### src/rtl/tx_ar_pkg.sv
package tx_ar_pkg;
  typedef enum logic [1:0] {
    SQ_HALT = 2'd0,
    SQ_IDLE = 2'd1,
    SQ_BUSY = 2'd2
  } seq_st_e;
endpackage

### src/rtl/tx_ar_fifo.sv
module tx_ar_fifo #(
  parameter int W     = 6,
  parameter int DEPTH = 8
) (
  input  logic         clk,
  input  logic         rst,
  input  logic         push,
  input  logic [W-1:0] wdata,
  input  logic         pop,
  output logic [W-1:0] rdata,
  output logic         empty,
  output logic         full
);
  localparam int AW = (DEPTH > 1) ? $clog2(DEPTH) : 1;

  logic [W-1:0] mem [DEPTH];
  logic [AW-1:0] wp, rp;
  logic [AW:0]   cnt;
  logic wr_ok, rd_ok;

  assign wr_ok = push && !full;
  assign rd_ok = pop && !empty;
  assign empty = (cnt == '0);
  assign full  = (cnt == (AW+1)'(DEPTH));
  assign rdata = mem[rp];

  always_ff @(posedge clk) begin
    if (wr_ok) mem[wp] <= wdata;
  end

  always_ff @(posedge clk) begin
    if (rst) begin
      wp  <= '0;
      rp  <= '0;
      cnt <= '0;
    end else begin
      if (wr_ok) wp <= (wp == AW'(DEPTH-1)) ? '0 : wp + 1'b1;
      if (rd_ok) rp <= (rp == AW'(DEPTH-1)) ? '0 : rp + 1'b1;
      case ({wr_ok, rd_ok})
        2'b10:   cnt <= cnt + 1'b1;
        2'b01:   cnt <= cnt - 1'b1;
        default: cnt <= cnt;
      endcase
    end
  end

  // a push into a full store without a pop leaves the occupancy unchanged
  assert_full_drop_R9: assert property (@(posedge clk) disable iff (rst)
    (push && full && !pop) |=> $stable(cnt));

  // occupancy never exceeds the depth
  assert_cnt_bound_R8: assert property (@(posedge clk) disable iff (rst)
    cnt <= (AW+1)'(DEPTH));
endmodule

### src/rtl/tx_ar_seq.sv
module tx_ar_seq
  import tx_ar_pkg::*;
#(
  parameter int PW = 6
) (
  input  logic          clk,
  input  logic          rst,
  input  logic          auto_rel,
  input  logic          txen_set,
  input  logic          q_empty,
  input  logic [PW-1:0] q_head,
  output logic          q_pop,
  input  logic          tx_done,
  input  logic          tx_ok,
  output logic          tx_req,
  output logic [PW-1:0] tx_pnum,
  output logic          rel_vld,
  output logic [PW-1:0] rel_pnum,
  output logic          cf_push,
  output logic [PW-1:0] cf_wdata,
  output logic [PW-1:0] fail_pnum,
  output logic          tx_int,
  output logic          txe_int,
  output logic          txen
);
  seq_st_e st;
  logic active;
  logic done_acc;

  always_comb begin
    if (!txen)       st = SQ_HALT;
    else if (active) st = SQ_BUSY;
    else             st = SQ_IDLE;
  end

  assign done_acc = tx_done && active;
  assign q_pop    = (st == SQ_IDLE) && !q_empty;
  assign cf_push  = done_acc && (!tx_ok || !auto_rel);
  assign cf_wdata = tx_pnum;
  assign tx_req   = active;

  always_ff @(posedge clk) begin
    if (rst) begin
      active    <= 1'b0;
      tx_pnum   <= '0;
      txen      <= 1'b0;
      rel_vld   <= 1'b0;
      rel_pnum  <= '0;
      fail_pnum <= '0;
      tx_int    <= 1'b0;
      txe_int   <= 1'b0;
    end else begin
      rel_vld <= 1'b0;
      tx_int  <= 1'b0;
      txe_int <= 1'b0;
      if (txen_set) txen <= 1'b1;
      if (q_pop) begin
        active  <= 1'b1;
        tx_pnum <= q_head;
      end
      if (done_acc) begin
        active <= 1'b0;
        if (tx_ok) begin
          txe_int <= q_empty;
          if (auto_rel) begin
            rel_vld  <= 1'b1;
            rel_pnum <= tx_pnum;
          end else begin
            tx_int <= 1'b1;
          end
        end else begin
          tx_int    <= 1'b1;
          txen      <= 1'b0;
          fail_pnum <= tx_pnum;
        end
      end
    end
  end

  // a release strobe lasts one cycle
  assert_rel_single_R3: assert property (@(posedge clk) disable iff (rst)
    rel_vld |=> !rel_vld);

  // manual mode never frees pages
  assert_no_rel_manual_R5: assert property (@(posedge clk) disable iff (rst)
    (tx_done && tx_req && !auto_rel) |=> !rel_vld);

  // a fatal completion drops the enable flag and frees nothing
  assert_fatal_halt_R6: assert property (@(posedge clk) disable iff (rst)
    (tx_done && tx_req && !tx_ok) |=> (!txen && !rel_vld && tx_int));

  // the packet in flight stays put until it completes
  assert_pnum_hold_R2: assert property (@(posedge clk) disable iff (rst)
    (tx_req && !tx_done) |=> (tx_req && $stable(tx_pnum)));

  // completion without a packet in flight has no effect
  assert_idle_done_R10: assert property (@(posedge clk) disable iff (rst)
    (tx_done && !tx_req) |=> (!rel_vld && !tx_int && !txe_int));
endmodule

### src/rtl/tx_autorel_mgr.sv
module tx_autorel_mgr #(
  parameter int PW       = 6,
  parameter int Q_DEPTH  = 8,
  parameter int CF_DEPTH = 8
) (
  input  logic          clk,
  input  logic          rst,
  input  logic          auto_rel,
  input  logic          txen_set,
  input  logic          q_push,
  input  logic [PW-1:0] q_pnum,
  output logic          q_full,
  output logic          tx_req,
  output logic [PW-1:0] tx_pnum,
  input  logic          tx_done,
  input  logic          tx_ok,
  output logic          rel_vld,
  output logic [PW-1:0] rel_pnum,
  input  logic          cf_pop,
  output logic [PW-1:0] cf_data,
  output logic          cf_empty,
  output logic          cf_ovf,
  output logic [PW-1:0] fail_pnum,
  output logic          tx_int,
  output logic          txe_int,
  output logic          txen
);
  logic          q_empty, q_pop;
  logic [PW-1:0] q_head;
  logic          cf_push, cf_full;
  logic [PW-1:0] cf_wdata;

  tx_ar_fifo #(.W(PW), .DEPTH(Q_DEPTH)) u_pkt_q (
    .clk(clk), .rst(rst), .push(q_push), .wdata(q_pnum), .pop(q_pop),
    .rdata(q_head), .empty(q_empty), .full(q_full));

  tx_ar_seq #(.PW(PW)) u_seq (
    .clk(clk), .rst(rst), .auto_rel(auto_rel), .txen_set(txen_set),
    .q_empty(q_empty), .q_head(q_head), .q_pop(q_pop),
    .tx_done(tx_done), .tx_ok(tx_ok), .tx_req(tx_req), .tx_pnum(tx_pnum),
    .rel_vld(rel_vld), .rel_pnum(rel_pnum), .cf_push(cf_push),
    .cf_wdata(cf_wdata), .fail_pnum(fail_pnum), .tx_int(tx_int),
    .txe_int(txe_int), .txen(txen));

  tx_ar_fifo #(.W(PW), .DEPTH(CF_DEPTH)) u_cmp_q (
    .clk(clk), .rst(rst), .push(cf_push), .wdata(cf_wdata), .pop(cf_pop),
    .rdata(cf_data), .empty(cf_empty), .full(cf_full));

  always_ff @(posedge clk) begin
    if (rst) cf_ovf <= 1'b0;
    else if (cf_push && cf_full) cf_ovf <= 1'b1;
  end

  // the overflow flag is sticky
  assert_ovf_sticky_R9: assert property (@(posedge clk) disable iff (rst)
    cf_ovf |=> cf_ovf);
endmodule

### config.mk
export PLATFORM = sky130hd
export DESIGN_NAME = tx_autorel_mgr
export DESIGN_NICKNAME = d
export VERILOG_FILES = /design/src/rtl/tx_ar_pkg.sv /design/src/rtl/tx_ar_fifo.sv /design/src/rtl/tx_ar_seq.sv /design/src/rtl/tx_autorel_mgr.sv
export SDC_FILE = /design/constraint.sdc
export NUM_CORES = 1
export LEC_CHECK = 0
export ABC_AREA = 1
export BUFFER_PORTS_ARGS = -buffer_cell sky130_fd_sc_hd__clkbuf_2
export CORE_MARGIN = 2
export CORE_UTILIZATION = 49
export CTS_BUF_LIST = sky130_fd_sc_hd__clkbuf_8
export CTS_CLUSTER_DIAMETER = 150
export DETAILED_ROUTE_END_ITERATION = 7
export PLACE_DENSITY = 0.65
export SLEW_MARGIN = 20
export SYNTH_ARGS = -nofsm -noshare
export SYNTH_HDL_FRONTEND = slang
export SYNTH_SLANG_ARGS = --single-unit
### constraint.sdc
create_clock -name clk -period 2.6 [get_ports clk]
set_input_delay 0.52 -clock clk [delete_from_list [all_inputs] [get_ports clk]]
set_output_delay 0.52 -clock clk [all_outputs]
set_load 0.03 [all_outputs]
# After elaboration in Yosys (flattened, before gate mapping)
# Memories as Yosys holds them, arrays and structs flattened. A register that Yosys moved wholly into a read port is not among the register bits.
# Index checks and enable logic that the tools add are counted.
dict set report word_totals {
  register_bits 38
  ram_bits 96
  inputBits 14
  output_inout_bits 32
  wordCells 81
  mem_count 2
}
dict set report op_classes {
  addsub 8
  n_eq_ne 11
  mux 20
  bitwise 2
  reduce_logical 24
}
# name depth word_bits rd rd_clocked_by_memory_dff write_ports line
set mem_list {}
lappend mem_list {u_cmp_q.mem 8 6 1 1 1 tx_ar_fifo.sv:16} ;# logic [W-1:0] mem [DEPTH];
lappend mem_list {u_pkt_q.mem 8 6 1 1 1 tx_ar_fifo.sv:16}
# operator count
set ops {}
lappend ops {{2-to-1 mux 3 bit} 6}
lappend ops {{one-hot mux 4 bit (2 select lines)} 2}
lappend ops {{adder 3 x 1 -> 3 bit (second input constant)} 4}
lappend ops {{equality test 3 bit (second input constant)} 4}
lappend ops {{2-to-1 mux 1 bit} 10}
lappend ops {{adder 4 x 1 -> 4 bit (second input constant)} 2}
lappend ops {{equality test 4 bit (second input constant)} 2}
lappend ops {{logical AND 1 bit} 8}
lappend ops {{logical NOT 4 bit} 2}
lappend ops {{subtractor 4 x 1 -> 4 bit (second input constant)} 2}
lappend ops {{equality test 2 x 1 -> 1 bit (second input constant)} 3}
lappend ops {{logical NOT 1 bit} 6}
lappend ops {{equality test 2 bit (second input constant)} 2}
lappend ops {{2-to-1 mux 2 bit} 2}
lappend ops {{nonzero test 2 bit} 2}
lappend ops {{OR reduction 2 bit} 2}
lappend ops {{AND reduction 3 bit} 1}
lappend ops {{OR reduction 3 bit} 1}
lappend ops {{inverter 1 bit} 2}
lappend ops {{AND reduction 2 bit} 1}
lappend ops {{logical OR 1 bit} 1}

# Longest topological paths before layout
# Gate-level depths: netlist of run 1.
dict set report logic_depth {
  ltp_word 7
  mapped_depth 15
  depth_no_buf 15
}

# Hierarchy
# A second synthesis of run 1 with hierarchy kept.
dict set report hier_totals {
  hier_cells 587
  hier_area_um2 6208.5
}
# module instances cells_per_inst area_each_um2 seq_area_each_um2
set by_module_without_submodules {}
lappend by_module_without_submodules {{tx_ar_fifo at u_pkt_q} 1 230 2631.3 1701.6}
lappend by_module_without_submodules {{tx_ar_fifo at u_cmp_q} 1 226 2577.5 1701.6}
lappend by_module_without_submodules {tx_ar_seq 1 127 963.4 460.4}
lappend by_module_without_submodules {tx_autorel_mgr 1 4 36.3 20.0}

# Worst setup path before layout of run 1
# Ideal clock, no wire load.
dict set report synth_path {
  path_kind {register to register}
  from {reg u_seq.active (netlist: u_seq.tx_req)}
  to {reg u_cmp_q.cnt[2]}
  setup_ns 0.115
  arrival_ns 1.877
  required_ns 2.485
  setup_slack_ns 0.608
  path_stages_with_launch 15
  n_path_buf 0
  synth_period_minus_slack_ns 1.992
  path_cell_list {dfxtp_1 nand2_2 inv_2 nand2_1 inv_2 nand2_2 ha_1 nand2_1 inv_1 nor2_1 ha_1 a21oi_1 xnor2_1 o21ai_0 inv_1}
}
dict set report synth_between {
  elab_chain_len 5
  word_cells_on_any_way 7
  cone_classes {eq/ne: 2; mux: 1; reduce/logical: 4}
}
# element line
set synth_rtl {}
lappend synth_rtl {{from (decl)} tx_ar_seq.sv:27} ;# logic active;
lappend synth_rtl {{from (signal assigned)} tx_ar_seq.sv:44} ;# active <= 1'b0;
lappend synth_rtl {{from (signal assigned)} tx_ar_seq.sv:58} ;# active <= 1'b1;
lappend synth_rtl {{from (signal assigned)} tx_ar_seq.sv:62} ;# active <= 1'b0;
lappend synth_rtl {{logical AND 1 bit (*)} tx_ar_seq.sv:36} ;# assign done_acc = tx_done && active;
lappend synth_rtl {{logical AND 1 bit (*)} tx_ar_seq.sv:38} ;# assign cf_push = done_acc && (!tx_ok || !auto_rel);
lappend synth_rtl {{logical AND 1 bit (*)} tx_ar_fifo.sv:21} ;# assign wr_ok = push && !full;
lappend synth_rtl {{equality test 2 x 1 -> 1 bit / equality test 2 bit (equally long branches)} tx_ar_fifo.sv:39} ;# case ({wr_ok, rd_ok})
lappend synth_rtl {{one-hot mux 4 bit (2 select lines) / nonzero test 2 bit (equally long branches)} n/a}
lappend synth_rtl {{to (signal assigned)} tx_ar_fifo.sv:40} ;# 2'b10: cnt <= cnt + 1'b1;
lappend synth_rtl {{to (signal assigned)} tx_ar_fifo.sv:41} ;# 2'b01: cnt <= cnt - 1'b1;
lappend synth_rtl {{to (signal assigned)} tx_ar_fifo.sv:42} ;# default: cnt <= cnt;
lappend synth_rtl {{to (decl)} tx_ar_fifo.sv:18} ;# logic [AW:0] cnt;
# Mark *: on every way between the ends. The rest lies on a longest branch, timed or not.
# A chain may end at the register's enable or synchronous reset.

==> impl_metrics.toml, run 1 <==
[clock_tree]
cts-root-buf = "clkbuf_8"
cts_buffer_depth = 2
cts_max_level = 4
cts_tree = "done"
clock-sinks = 143
path_clk_slew_ns = 0.07
numCtsBuffers = 17
clock_latency_ns = 0.45

[routing]
drtPass1Iterations = 5
via_per_inst = 5.13
wirelength_um = 12100
route.met3.wl_um = 511
drcViolationCount = 0
dr.first_iter.drc_count = 347
wl_per_cell_um = 14.8
via_count = 4189
ant_nets = 0
wl_met1_um = 5270
maxUsedRoutingLayer = "met4"
wl_met2_um = 6030

[die]
fp.dieH_um = 114
die_area_um2 = 13100
ios = 46
rows = 40
core_um2 = 12000
dieWidth_um = 114
initial_core_util = 0.499

[sta]
skew_ns = 0.0129
timing.final.crit_share = 0.899
setup_violations = 0
period_minus_slack_ns = 2.34
worst_pin_slew_ns = 0.760
drv_slew = 0
rsz0062_at_grt = "false"
hold_viol_final = 0
fmax_mhz = 428
tns_ns = 0
relSlewSlack = 0.492
hold_ws_ns = 0.341

[setup_path]
critical-path-max-stage-delay_ns = 0.39
slowest_stage = "inv_1"
reg2regPathDepth = 13
cp_data_required_time_ns = 2.08
worstPathArrival_ns = 1.82
crit_fanout = 18
cpMostUsedCell = "nand2_1"
worst_setup_path_start_kind = "flip-flop"
critPathKind = "reg2out"
cp_cell_sequence = "inv_1 -> o21ai_0 -> o21ai_1 -> nand2_1 -> nand2_1 -> clkbuf_2"
cp-end-kind = "primary output"

[global_route]
grt_max_degree = 28
grt_antenna_before_repair = 0
first_global_vias = 3869
grt_pass1_wl_um = 19200
grt.overflow.total = 0
track_usage = 0.196

[logic_synthesis]
synth_edf_count = 96
synth_ff_type = "edfxtp_1"
synth_area_per_cell_um2 = 9.92
seq_area_frac_synth = 0.640
syn_inst = 602
syn-num-nets = 630
synth_top_area_share = 0.483
yosysMostFrequentCell = "nand2_1"
yosys.area.top_type = "edfxtp_1"
synthArstFlopShare = 0
synth_common_cells = "113 x nand2_1, 96 x edfxtp_1, 91 x nor2_1"
syn_area_um2 = 5970
yosys_warnings = 0
ys_ff_latch = 143
synth_area_leaders = "edfxtp_1 48%, dfxtp_1 16%, nand2_1 7.1%, nor2_1 5.7%, inv_1 4.4%"
synthDistinctLibCells = 27

[job]
drv_cap = 0

[placement]
dp_hpwl_um = 8260
place.port_buffers = 45
place_area_um2 = 6340
gp_congestion = 0.823

[outcome]
outcome = "finished, final reports clean"

[finish]
drive_gt1_frac = 0.136
multi_input_area_um2 = 1770
syn_to_final_growth_pct = 12.4
n_antenna_cell = 0
n_fill_cell = 1057
finalNetCount = 684
register_area_um2 = 3820
finalInstanceArea_um2 = 6710

[power_and_ir_drop]
p_total_w = 0.00635
p_leak_nw = 2.86
p_per_area_nw_per_um2 = 946
ir_worst_vdd_mv = 0.514

[min_path]
hold_depth = 3
hold_class = "in2reg"
[worst max-delay path, delay by kind of cell (launching register included)]
kind | cells | cell delay, ns
AO/OA/AOI/OAI | 2 | 0.34
buffers and inverters | 2 | 0.58
flip-flops | 1 | 0.31
AND/OR/NAND/NOR | 2 | 0.14
[flip-flops by register name, indices dropped and copies added, names as in the netlist, named ones only]
signal / count
u_seq.tx_req: 1
u_seq.txen: 1
u_pkt_q.cnt: 4
u_cmp_q.cnt: 4
u_cmp_q.rp: 3
u_pkt_q.wp: 3
u_seq.rel_pnum: 6
u_cmp_q.mem: 48
cf_ovf: 1
u_cmp_q.wp: 3
u_pkt_q.mem: 48
u_seq.fail_pnum: 6
u_seq.cf_wdata: 6
u_seq.txe_int: 1
u_seq.tx_int: 1
u_seq.rel_vld: 1
u_pkt_q.rp: 3
[path summary, 6_finish.rpt]
path	slack [ns]	start	to
setup / recovery	0.26	flip-flop	cf_data[3]
hold / removal	0.34	txen_set	u_seq.txen$_SDFF_PP0_
setup reg to reg	0.43	u_cmp_q.cnt[1]$_SDFFE_PP0P_	u_cmp_q.cnt[2]$_SDFFE_PP0P_
hold reg to reg	0.47	cf_ovf$_SDFFE_PP0P_	cf_ovf$_SDFFE_PP0P_
[timing repair]
| item | 4_1_cts | 5_1_grt |
|---|---|---|
| gates resized for setup | 0 | 1 |
| hold buffers | 0 | 0 |
| setup buffers | 0 | 0 |
| setup endpoints to repair | 0 | 4 |
[placed cells by master, fill, tap and decap left out, types with 2 or more instances in the layout]
master / n
nand2_1: 113
edfxtp_1: 96
nor2_1: 91
inv_1: 72
o21ai_0: 50
nand3_1: 48
dfxtp_1: 46
clkbuf_2: 45
a21oi_1: 19
clkbuf_8: 18
ha_1: 14
clkinvlp_4: 8
buf_4: 8
mux2i_1: 6
o22ai_1: 6
o21ai_1: 4
xnor2_1: 4
inv_2: 3
nor2_2: 2
nand2_2: 2
and3_1: 2
nand3b_1: 2
xor2_1: 2
inv_6: 2
[metal layers]
| layer | vias to the layer above | track usage |
|---|---|---|
| li1 | 2104 | - |
| met1 | 1959 | 0.249 |
| met2 | 102 | 0.322 |
| met3 | 24 | 0.0461 |
| met4 | 0 | 0.0854 |
| met5 | - | 0 |
[power by group]
| group | switching (W) | internal [W] |
|---|---|---|
| Combinational | 0.00119 | 0.000567 |
| Sequential | 0.000266 | 0.00270 |
| Clock | 0.000855 | 0.000775 |
[final cells by class]
| class | instances | area share |
|---|---|---|
| Clock buffer | 18 | 0.0369 |
| Multi-Input combinational cell | 368 | 0.264 |
| Timing Repair Buffer | 53 | 0.0425 |
| Inverter | 73 | 0.0408 |
| Sequential cell | 143 | 0.570 |
| Tap cell | 147 | 0.0274 |
| Clock inverter | 14 | 0.0179 |
[cells by family (layout without fill, tap and decap cells)]
family,count (synthesis),count (layout),share of synthesized area
AO/OA/AOI/OAI,81,81,0.0704
XOR/XNOR,6,6,0.00880
adder cells (fa/ha/maj),14,14,0.0293
buffers and inverters,91,158,0.0624
flip-flops,143,143,0.640
multiplexers,6,6,0.0101
AND/OR/NAND/NOR,261,261,0.179
[through the flow]
| step | setup slack [ns] | cells | utilization |
|---|---|---|---|
| after detailed placement | 0.355 | 784 | 0.530 |
| final | 0.262 | 816 | 0.561 |
| after global routing | 0.0948 | 816 | 0.561 |
| after floorplan | 0.608 | 602 | - |
| after CTS | 0.0827 | 816 | 0.561 |
| after global placement | 0.462 | 784 | 0.530 |
No activity file was read; power rests on OpenSTA's default activity.
==> run 2, diff against run 1 <==
--- a/config.mk
+++ b/config.mk
@@ -9,7 +9,7 @@
 export BUFFER_PORTS_ARGS = -buffer_cell sky130_fd_sc_hd__clkbuf_2
 export CORE_MARGIN = 2
 export CORE_UTILIZATION = 49
-export CTS_BUF_LIST = sky130_fd_sc_hd__clkbuf_8
+export CTS_BUF_LIST = sky130_fd_sc_hd__clkbuf_8 sky130_fd_sc_hd__clkbuf_16
 export CTS_CLUSTER_DIAMETER = 150
 export DETAILED_ROUTE_END_ITERATION = 7
 export PLACE_DENSITY = 0.65
==> run 2 against run 1 <==
Compared with the run above:
- clock-buffer cell count stayed put
- critical path depth is 2 higher
- setup slack got worse by 0.0079 ns
- wire length increased by 0.58%
- design area is 2.9% higher
- largest power group unchanged
==> impl_metrics.toml, run 2 (synthesized netlist as in run 1, its figures left out) <==
[die]
rows = 40
ios = 46
die_area_um2 = 13100
initial_core_util = 0.499
dieWidth_um = 114
fp.dieH_um = 114
core_um2 = 12000

[setup_path]
critical-path-max-stage-delay_ns = 0.33
cp_cell_sequence = "buf_4 -> nor2_1 -> nor2_1 -> o21ai_0 -> o21ai_0 -> nand2_1 -> nand2_1 -> clkbuf_2"
timing.rr.start = "u_cmp_q.cnt[1]$_SDFFE_PP0P_"
reg2regPathDepth = 13
worst_setup_path_start_kind = "flip-flop"
cp-end-kind = "primary output"
crit_fanout = 24
slowest_stage = "dfxtp_1"
cp_data_required_time_ns = 2.08
r2r_end = "u_cmp_q.cnt[2]$_SDFFE_PP0P_"
critPathCapture = "cf_data[5]"
worstPathArrival_ns = 1.83
critPathKind = "reg2out"
rrSetupSlack_ns = 0.46

[power_and_ir_drop]
p_per_area_nw_per_um2 = 1010
p_leak_nw = 2.95
ir_worst_vdd_mv = 0.581

[global_route]
grt.overflow.total = 0
grt_antenna_before_repair = 0
track_usage = 0.199
first_global_vias = 3896
grt_max_degree = 28
grt_pass1_wl_um = 19400

[routing]
via_per_inst = 5.17
wirelength_um = 12100
drtPass1Iterations = 4
drcViolationCount = 0
dr.first_iter.drc_count = 281
wl_per_cell_um = 14.9
ant_nets = 0
via_count = 4218

[sta]
relSlewSlack = 0.503
timing.final.crit_share = 0.902
worst_pin_slew_ns = 0.743
setup_ws_ns = 0.254
setup_violations = 0
skew_ns = 0.0107
drv_slew = 0
tns_ns = 0
period_minus_slack_ns = 2.35
hold_viol_final = 0
fmax_mhz = 426
rsz0062_at_grt = "false"

[outcome]
outcome = "finished, final reports clean"

[min_path]
hold_class = "in2reg"

[finish]
syn_to_final_growth_pct = 15.6
finalNetCount = 684
reg.largest.list = "u_cmp_q.mem (48), u_pkt_q.mem (48)"
drive_gt1_frac = 0.136
layout_commonest_cell = "nand2_1"
n_antenna_cell = 0
final_cell_mix = "113 x nand2_1, 96 x edfxtp_1, 91 x nor2_1"

[job]
drv_cap = 0

[clock_tree]
clock-sinks = 143
path_clk_slew_ns = 0.06
cts_buffer_depth = 2
cts_max_level = 4
cts_tree = "done"
hold_buffers = 0
numCtsBuffers = 17
cts-root-buf = "clkbuf_16"
clock_latency_ns = 0.42

[placement]
dp_hpwl_um = 8260
gp_congestion = 0.823
place.port_buffers = 45
dp_slack_ns = 0.355
run 2: cell counts in the layout (fill, tap and decap cells not counted):
Identical to the previous run, type by type.
run 2: worst max-delay path: cells and delay by family, from the launching register on:
family          cells  cell delay (ns)
flops               1             0.33
compound gates      2             0.24
buf+inv             2             0.48
simple gates        4             0.34
run 2: what timing repair did:
| action | CTS | global route |
|---|---|---|
| setup endpoints to repair | 0 | 1 |
| setup buffers | 0 | 0 |
| gates resized for setup | 0 | 1 |
run 2: cell type report:
| class | count | area (µm²) |
|---|---|---|
| fillers | 1036 | 5060 |
| flip-flops and latches | 143 | 3820 |
| multi-input cells | 368 | 1770 |
| clock buffers | 18 | 439 |
| repair buffers | 53 | 285 |
| inverters | 73 | 274 |
| well taps | 147 | 184 |
| clock inverters | 14 | 120 |
run 2: metrics by stage:
step	utilization	power, W	hold WS, ns	instances	cell area, µm²
2_1_floorplan	-	0.00426	0.461	602	5970
3_3_place_gp	0.530	0.00472	0.457	784	6340
3_5_place_dp	0.530	0.00478	0.466	784	6340
4_1_cts	0.577	0.00705	0.348	816	6900
5_1_grt	0.577	0.00738	0.356	816	6900
6_report	0.577	0.00699	0.367	816	6900
run 2: worst min path at each step:
stage,startpoint,endpoint,slack (ns),depth (start not counted)
after global routing,txen_set,u_seq.txen$_SDFF_PP0_,0.36,3
after detailed placement,cf_ovf$_SDFFE_PP0P_,cf_ovf$_SDFFE_PP0P_,0.47,2
after global placement,cf_ovf$_SDFFE_PP0P_,cf_ovf$_SDFFE_PP0P_,0.46,2
after CTS,txen_set,u_seq.txen$_SDFF_PP0_,0.35,3
final,txen_set,u_seq.txen$_SDFF_PP0_,0.37,3
after floorplan,u_cmp_q.rp[1]$_SDFFE_PP0N_,flip-flop,0.46,2
run 2: power breakdown:
group	internal [W]	switching, W	leakage (nW)
Combinational	0.000567	0.00119	1.43
Clock	0.00133	0.000931	0.256
Sequential	0.00270	0.000265	1.26
Total	0.00460	0.00239	2.95
run 2: per-layer routing:
metal | vias up | wire (µm) | track usage
met5 | - | 0 | 0
met4 | 0 | 202 | 0.0780
met3 | 18 | 619 | 0.0577
met2 | 106 | 6090 | 0.324
met1 | 1989 | 5220 | 0.250
li1 | 2105 | - | -
